--- config.mk ---
export PLATFORM = sky130hd
export DESIGN_NAME = ctlword_loader
export DESIGN_NICKNAME = d
export VERILOG_FILES = /design/src/rtl/ctlword_loader.sv
export SDC_FILE = /design/constraint.sdc
export NUM_CORES = 1
export LEC_CHECK = 0
export BUFFER_PORTS_ARGS = -buffer_cell sky130_fd_sc_hd__buf_4
export CAP_MARGIN = 20
export CORE_MARGIN = 3
export CORE_UTILIZATION = 25
export DETAILED_ROUTE_END_ITERATION = 8
export HOLD_SLACK_MARGIN = 0.1
export PLACE_DENSITY = 0.45
export SYNTH_ARGS = -nofsm -noshare
export SYNTH_HDL_FRONTEND = slang
export SYNTH_SLANG_ARGS = --single-unit
--- constraint.sdc ---
create_clock -name clk -period 1.9 [get_ports clk]
set_input_delay 0.095 -clock clk [delete_from_list [all_inputs] [get_ports clk]]
set_output_delay 0.095 -clock clk [all_outputs]
set_load 0.02 [all_outputs]
--- src/rtl/ctlword_loader.sv ---
module ctlword_loader #(
  parameter int REF_W  = 14,
  parameter int MAIN_W = 11,
  parameter int SWAL_W = 7,
  parameter int SYNC   = 2
) (
  input  logic              clk,
  input  logic              rst_n,
  input  logic              ser_clk,
  input  logic              ser_dat,
  input  logic              ser_load,
  output logic [REF_W-1:0]  ref_ratio,
  output logic              pre_sel,
  output logic [MAIN_W-1:0] main_count,
  output logic [SWAL_W-1:0] swallow_count
);
  localparam int FW = MAIN_W + SWAL_W + 1;

  logic [SYNC-1:0] clk_sy, dat_sy, ld_sy;
  logic            clk_d;
  logic [FW-1:0]   sr;

  always_ff @(posedge clk) begin
    if (!rst_n) begin
      clk_sy <= '0;
      dat_sy <= '0;
      ld_sy  <= '0;
      clk_d  <= 1'b0;
    end else begin
      clk_sy <= {clk_sy[SYNC-2:0], ser_clk};
      dat_sy <= {dat_sy[SYNC-2:0], ser_dat};
      ld_sy  <= {ld_sy[SYNC-2:0], ser_load};
      clk_d  <= clk_sy[SYNC-1];
    end
  end

  wire sclk = clk_sy[SYNC-1];
  wire sdat = dat_sy[SYNC-1];
  wire sld  = ld_sy[SYNC-1];
  wire rise = sclk & ~clk_d;
  wire ctl  = sr[0];

  always_ff @(posedge clk) begin
    if (!rst_n)    sr <= '0;
    else if (rise) sr <= {sr[FW-2:0], sdat};
  end

  always_ff @(posedge clk) begin
    if (!rst_n)          {pre_sel, ref_ratio} <= '0;
    else if (sld && ctl) {pre_sel, ref_ratio} <= sr[REF_W+1:1];
  end

  always_ff @(posedge clk) begin
    if (!rst_n)           {main_count, swallow_count} <= '0;
    else if (sld && !ctl) {main_count, swallow_count} <= sr[FW-1:1];
  end
endmodule

---- After elaboration in Yosys (flattened, before gate mapping) ----
Cells that the tools add are included.
word-level totals
  logic and storage cells ................. 14
  bits of input ports ..................... 5
  output and inout port bits .............. 33
  flip-flop bits (word level) ............. 59
operators by class
  reduce and logical (&&, ||, !) cells .... 3
  bitwise logic cells ..................... 2
operators by type and width
  operator           count
  1-bit logical AND  2
  1-bit bitwise AND  1
  1-bit zero test    1
  1-bit inverter     1

---- Longest topological paths before layout ----
Gate-level depths: netlist of run 1.
  word-level depth ........................ 2
  depth in mapped cells ................... 4
  depth with buffers taken out ............ 2

---- Least setup slack after synthesis of run 1 ----
Ideal clock, no wire load.
  path type ............................... reg-to-reg
  from .................................... register clk_sy[1]
  to ...................................... register sr[10]
  stages on the path, launching flop included .. 5
  buffers on the path ..................... 2
  arrival time ............................ 904 ps
  data required time ...................... 1828 ps
  library setup time ...................... 72 ps
  clock period less this slack ............ 976 ps
  path slack .............................. 924 ps
  cells stage by stage .................... dfxtp_1 nor2b_4 buf_6 buf_6 mux2i_1
on the way
  word-level cells in the longest chain between the ends .. 1
ends and longest elaborated chain
  item                    RTL line  text
  from (decl)             19        logic [SYNC-1:0] clk_sy, dat_sy, ld_sy;
  from (signal assigned)  30        clk_sy <= {clk_sy[SYNC-2:0], ser_clk};
  1-bit bitwise AND       40        wire rise = sclk & ~clk_d;
  to (signal assigned)    45        else if (rise) sr <= {sr[FW-2:0], sdat};
  to (decl)               21        logic [FW-1:0] sr;
Every way passes these cells.
A chain may end at the register's enable or synchronous reset.

---- Worst setup path after layout of run 1 ----
  from .................................... register clk_sy[1]
  to ...................................... register sr[14]
The elaborated chain is that of the path after synthesis.

==> results of run 1 <==
power by group:
group / internal [W] / leakage [nW] / switching [W]
combinational: 0.0000268 / 0.634 / 0.0000382
clock: 0.000616 / 0.0997 / 0.000470
sequential: 0.00124 / 0.476 / 0.00000276
flip-flops by register name, indices dropped and copies added, names as in the netlist, 2 cells and up:
register / count
ld_sy: 2
sr: 19
swallow_count: 7
main_count: 11
ref_ratio: 14
dat_sy: 2
clk_sy: 2
through the flow:
step           hold slack (ns)  worst slack, ns  area (µm²)  total power, W  util (%)
2_1_floorplan            0.222            0.924        2080         0.00133         -
3_5_place_dp             0.310            0.803        2390         0.00134      30.3
5_1_grt                  0.331            0.710        2610         0.00249      33.1
6_report                 0.292            0.798        2610         0.00240      33.1
3_3_place_gp             0.313            0.794        2390         0.00134      30.3
4_1_cts                  0.291            0.786        2610         0.00244      33.1
path summary, 6_finish.rpt:
path,endpoint
min reg2reg,clk_sy[1]
max reg2reg,sr[14]
max,sr[14]
min,main_count[2]
synth_stat cells:
library cell,number
nand2b_4,1
mux2i_1,52
buf_2,6
nand2_2,1
and2_1,7
dfxtp_1,59
clkbuf_1,1
buf_12,1
nand2_1,53
buf_6,4
nor2b_4,1
tightest hold or removal path: cells and delay by family:
family                 cells  cell delay, ns
buffers and inverters      1            0.28
AND/OR/NAND/NOR            1            0.13
multiplexers               1            0.05
per-layer routing:
metal	GRT usage [%]	vias up	routed length (µm)	part of all wire, %
li1	-	697	-	-
met1	10.9	598	1980	49
met2	13.7	30	1740	43
met3	5.10	8	241	6.0
met4	3.89	0	68	1.7
met5	0	-	0	0
cell families (layout without fill, tap and decap cells):
logic type / after synthesis / count (layout) / synth area share, %
buffers and inverters: 12 / 57 / 4.76
DFF: 59 / 59 / 56.9
muxes: 52 / 52 / 25.1
and+or+nand+nor: 63 / 63 / 13.3
layout make-up:
class,count,area [µm²]
Clock buffer,15,186
Clock inverter,1,5.00
Fill cell,831,5280
Multi-Input combinational cell,115,797
Sequential cell,59,1180
Tap cell,102,128
Timing Repair Buffer,41,315
repair_timing:
action | CTS | global route
hold buffers | 3 | 0
buffers inserted | 0 | 0
hold endpoints to repair | 3 | 0
==> flow_metrics.py, run 1 <==
metrics = {
    "run_status": {
        "status": "completed",
    },
    "sta": {
        "finalHoldViolCount": 0,
        "period_needed_ns": 1.10,
        "fin_crit_sh_pct": 58.0,
        "tightest_slew_ns": 0.589,
        "achievable-frequency_mhz": 908,
        "timing.slew.headroom_pct": 60.7,
        "slew_viol_final": 0,
        "clock_skew_ns": 0.00831,
        "rsz0062_at_grt": "false",
        "finalSetupTns_ns": 0,
        "report.final.setup_viol": 0,
    },
    "placement": {
        "hpwl_mm": 2.41,
        "finalWeightedCongestion": 0.625,
        "placed_cells_incl_taps": 314,
        "place.port_buffers": 37,
    },
    "global_routing": {
        "grt_max_degree": 61,
        "overflow": 0,
        "globalRouteTotalUtil_pct": 9.19,
        "antenna_found_initial": 0,
        "grt_pass1_wl_mm": 6.77,
        "number_of_global_route_vias_before_repair": 1376,
    },
    "worst_setup_path": {
        "cp_num_cells": 3,
        "timing.critical_path.slowest_stage_cell": "dfxtp_1",
        "cp-startpoint": "clk_sy[1]",
        "path_delay_family": "flip-flops",
        "ff2ff_setup_slack_ns": 0.80,
        "required_ns": 2.16,
        "crit_type": "reg -> reg",
        "crit_path_max_incr_delay_ns": 0.32,
        "setup.worst_path.start_class": "register",
        "worst-r2r-cell-count": 3,
        "timing.rr.start": "clk_sy[1]",
        "critical_path_arrival_ns": 1.36,
        "crit_fanout": 19,
        "crit_path_cell_trace": "nor2b_4 > buf_4 > mux2i_1",
        "timing.critical_path.buf_inv": 1,
        "capturing_element_type_of_the_critical_path": "register",
    },
    "route": {
        "drtAntennaViolNets": 0,
        "post-route-drc-count": 0,
        "wl_per_cell_um": 12.1,
        "drt_pass1_iterations": 4,
        "vias": 1333,
        "vias_per_cell": 4.00,
        "drtIter0Drc": 21,
        "drt_wl_total_mm": 4.04,
    },
    "hold_path": {
        "min_delay_path_depth": 3,
        "startpoint_of_the_tightest_hold_check_path": "rst_n",
        "min-delay-path-class": "in -> reg",
    },
    "power_and_ir_drop": {
        "p_per_area_mw_per_mm2": 917,
        "p_leak_nw": 1.21,
        "worst_ir_drop_vdd_v": 0.000353,
    },
    "cts": {
        "post_cts_resize_count": 0,
        "cts_buffers": 9,
        "clock_sinks": 59,
        "htree_num_levels": 3,
        "cts.path.max_buffers": 2,
        "worstSkewPairLatency_ns": 0.33,
        "clk_transition_reported_paths_ns": 0.06,
        "ctsRootBufferMaster": "clkbuf_8",
        "clock_tree_from_tritoncts": "yes",
    },
    "floorplan": {
        "rows": 32,
        "floorplan.core_area_mm2": 0.00789,
        "die-height_um": 97.2,
        "chip_width_um": 97.2,
        "fp.dieArea_mm2": 0.00944,
        "design.portCount": 38,
        "starting_density_pct": 26.3,
    },
    "layout": {
        "design.final.nets": 231,
        "antennaDiodeCount": 0,
        "layout.cells.most_common_list": "dfxtp_1 (59), nand2_1 (53), mux2i_1 (52)",
        "layout-drive-gt1-share_pct": 23.8,
        "layout.cells.most_common": "dfxtp_1",
        "syn2layout_area_growth_pct": 25.8,
        "post_layout_nonfiller_instances": 333,
    },
    "logic_synthesis": {
        "synth.cell_area_mm2": 0.00208,
        "yosysWarnings": 0,
        "synthTopCellsByArea": "dfxtp_1 (57%), mux2i_1 (25%), nand2_1 (9.6%), buf_6 (2.2%), and2_1 (2.1%)",
        "syn-num-nets": 191,
        "syn-mean-instance-area_um2": 11.2,
        "syn-instance-count": 186,
        "synthDistinctLibCells": 11,
        "synth.largest_area_cell": "dfxtp_1",
        "ys_seq_area_share_pct": 56.9,
        "post-synth-top-area-fraction_pct": 56.9,
        "ys_seq_elements": 59,
    },
    "flow_run": {
        "number_of_maximum_capacitance_violations": 0,
    },
}
No activity file was read; power rests on OpenSTA's default activity.
==> inputs of run 2 (changes only) <==
--- a/config.mk
+++ b/config.mk
@@ -11,7 +11,7 @@
 export CORE_UTILIZATION = 25
 export DETAILED_ROUTE_END_ITERATION = 8
 export HOLD_SLACK_MARGIN = 0.1
-export PLACE_DENSITY = 0.45
+export PLACE_DENSITY = 0.47
 export SYNTH_ARGS = -nofsm -noshare
 export SYNTH_HDL_FRONTEND = slang
 export SYNTH_SLANG_ARGS = --single-unit
==> constraint.sdc (replaced) <==
create_clock -name clk -period 0.97 [get_ports clk]
set_input_delay 0.0485 -clock clk [delete_from_list [all_inputs] [get_ports clk]]
set_output_delay 0.0485 -clock clk [all_outputs]
set_load 0.02 [all_outputs]
==> run 2 against run 1 <==
Net effect: clock skew is 0.0026 ns lower; setup slack worse by 0.78 ns; cell area is 5.2% higher; power is 84% higher; clock-buffer cell count is 2 lower; critical path depth stayed put; via count is 5.0% higher; non-clock buffer count is 9 higher; sequential cell count stayed put; final cell count is 2.7% higher; sequential share of layout area is 2.1 points lower; sequential power is 95% higher.
==> flow_metrics.py, run 2 (synthesized netlist as in run 1, its figures left out) <==
metrics = {
    "worst_setup_path": {
        "critical_path_arrival_ns": 1.20,
        "required_ns": 1.22,
        "crit_fanout": 10,
        "capturing_element_type_of_the_critical_path": "register",
        "setup.worst_path.start_class": "register",
        "ff2ff_setup_slack_ns": 0.02,
        "crit_type": "reg -> reg",
        "timing.rr.start": "clk_sy[1]",
        "crit-reg2reg-capture": "sr[0]",
        "worst-r2r-cell-count": 3,
    },
    "floorplan": {
        "chip_width_um": 97.2,
        "floorplan.core_area_mm2": 0.00789,
        "design.portCount": 38,
        "rows": 32,
        "die-height_um": 97.2,
        "fp.dieArea_mm2": 0.00944,
        "starting_density_pct": 26.3,
    },
    "layout": {
        "layout-drive-gt1-share_pct": 26.3,
        "multi_input_area_um2": 797,
        "layout.cells.most_common": "dfxtp_1",
        "layout.area.seq_mm2": 0.00118,
        "top_register": "sr",
        "syn2layout_area_growth_pct": 32.3,
        "antennaDiodeCount": 0,
        "final.fill_count": 812,
        "design.final.nets": 240,
        "largest_register_ffs": 19,
        "layout.cells.most_common_list": "dfxtp_1 (57), nand2_1 (53), mux2i_1 (52)",
        "finish.instance_area_mm2": 0.00275,
    },
    "cts": {
        "htree_num_levels": 3,
        "cts_setup_buffers": 0,
        "clk_transition_reported_paths_ns": 0.06,
        "ctsRootBufferMaster": "clkbuf_8",
        "worstSkewPairLatency_ns": 0.33,
        "clock_tree_from_tritoncts": "yes",
        "cts.path.max_buffers": 2,
        "cts_buffers": 9,
        "clock_sinks": 59,
    },
    "placement": {
        "place.port_buffers": 37,
        "place_area_mm2": 0.00255,
        "hpwl_mm": 2.71,
        "finalWeightedCongestion": 0.636,
        "post-place-ws_ns": -0.0149,
    },
    "hold_path": {
        "startpoint_of_the_tightest_hold_check_path": "rst_n",
        "min-delay-path-class": "in -> reg",
        "timing.hold.worst_endpoint": "sr[16]",
        "min_delay_path_depth": 3,
    },
    "route": {
        "drt_pass1_iterations": 4,
        "drt_wl_total_mm": 4.04,
        "wl_per_cell_um": 11.8,
        "vias_per_cell": 4.09,
        "drtIter0Drc": 26,
        "vias": 1399,
        "drtAntennaViolNets": 0,
        "post-route-drc-count": 0,
    },
    "global_routing": {
        "grt_max_degree": 25,
        "overflow": 0,
        "number_of_global_route_vias_before_repair": 1428,
        "antenna_found_initial": 0,
        "grt_pass1_wl_mm": 6.89,
        "globalRouteTotalUtil_pct": 9.21,
    },
    "sta": {
        "timing.slew.headroom_pct": 88.7,
        "report.final.setup_viol": 0,
        "hold-worst-slack_ns": 0.121,
        "fin_crit_sh_pct": 98.2,
        "finalWorstSetupSlack_ns": 0.0177,
        "tightest_slew_ns": 0.169,
        "finalSetupTns_ns": 0,
        "period_needed_ns": 0.952,
        "finalHoldViolCount": 0,
        "clock_skew_ns": 0.00568,
        "slew_viol_final": 0,
        "rsz0062_at_grt": "true",
        "achievable-frequency_mhz": 1050,
    },
    "power_and_ir_drop": {
        "power_frac_clock_pct": 40.5,
        "net_switching_fraction_of_the_power_pct": 21.7,
        "p_leak_nw": 1.27,
        "combPwrFrac_pct": 4.2,
        "pwr-share-seq_pct": 55.3,
        "p_per_area_mw_per_mm2": 1610,
        "worst_ir_drop_vdd_v": 0.000580,
        "cellInternalPower_w": 0.00345,
        "power.switching_w": 0.000959,
    },
    "flow_run": {
        "number_of_maximum_capacitance_violations": 0,
    },
    "run_status": {
        "status": "completed",
    },
}
-- run 2: cell type report --
| cell class | count | area share (%) |
|---|---|---|
| flip-flops and latches | 59 | 43.1 |
| clock inverters | 3 | 0.546 |
| multi-input cells | 115 | 29.0 |
| well taps | 102 | 4.64 |
| repair buffers | 50 | 17.7 |
| clock buffers | 13 | 5.05 |
-- run 2: critical path, cell delays in order (launching register included) --
cell     delay (ns)
dfxtp_2        0.33
nor2b_4        0.19
buf_12         0.17
mux2i_1        0.19
-- run 2: per-stage QoR --
| step | cells | total power [W] | utilization (%) |
|---|---|---|---|
| floorplan | 186 | 0.00261 | - |
| global placement | 322 | 0.00267 | 32.3 |
| detailed placement | 322 | 0.00267 | 32.3 |
| CTS | 342 | 0.00452 | 34.8 |
| global route | 342 | 0.00463 | 34.8 |
| finish | 342 | 0.00441 | 34.8 |
-- run 2: repair_timing --
action / in CTS / in global routing
endpoints found under the setup margin: 5 / 34
resized for setup: 1 / 1
endpoints found under the hold margin: 7 / 0
hold buffers: 4 / 0
-- run 2: worst max path at each step --
stage / to / cells past startpoint / start
after floorplan: main_count[0] / 4 / sr[0]
after global placement: sr[0] / 3 / clk_sy[1]
after detailed placement: sr[0] / 3 / clk_sy[1]
after CTS: sr[0] / 3 / clk_sy[1]
after global routing: sr[3] / 3 / clk_sy[1]
final: sr[0] / 3 / clk_sy[1]
-- run 2: per-layer routing --
layer	up-vias	track usage, %	routed length, µm
li1	708	-	-
met1	654	10.5	1870
met2	35	14.6	1900
met3	2	5.10	254
met4	0	2.92	18
met5	-	0	0
-- run 2: power groups by stage --
stage	clock network (W)	logic [W]	registers, W
5_1_grt	0.00199	0.000200	0.00244
3_3_place_gp	0	0.000177	0.00250
3_5_place_dp	0	0.000177	0.00250
4_1_cts	0.00189	0.000190	0.00244
6_report	0.00179	0.000186	0.00244
2_1_floorplan	0	0.000113	0.00249
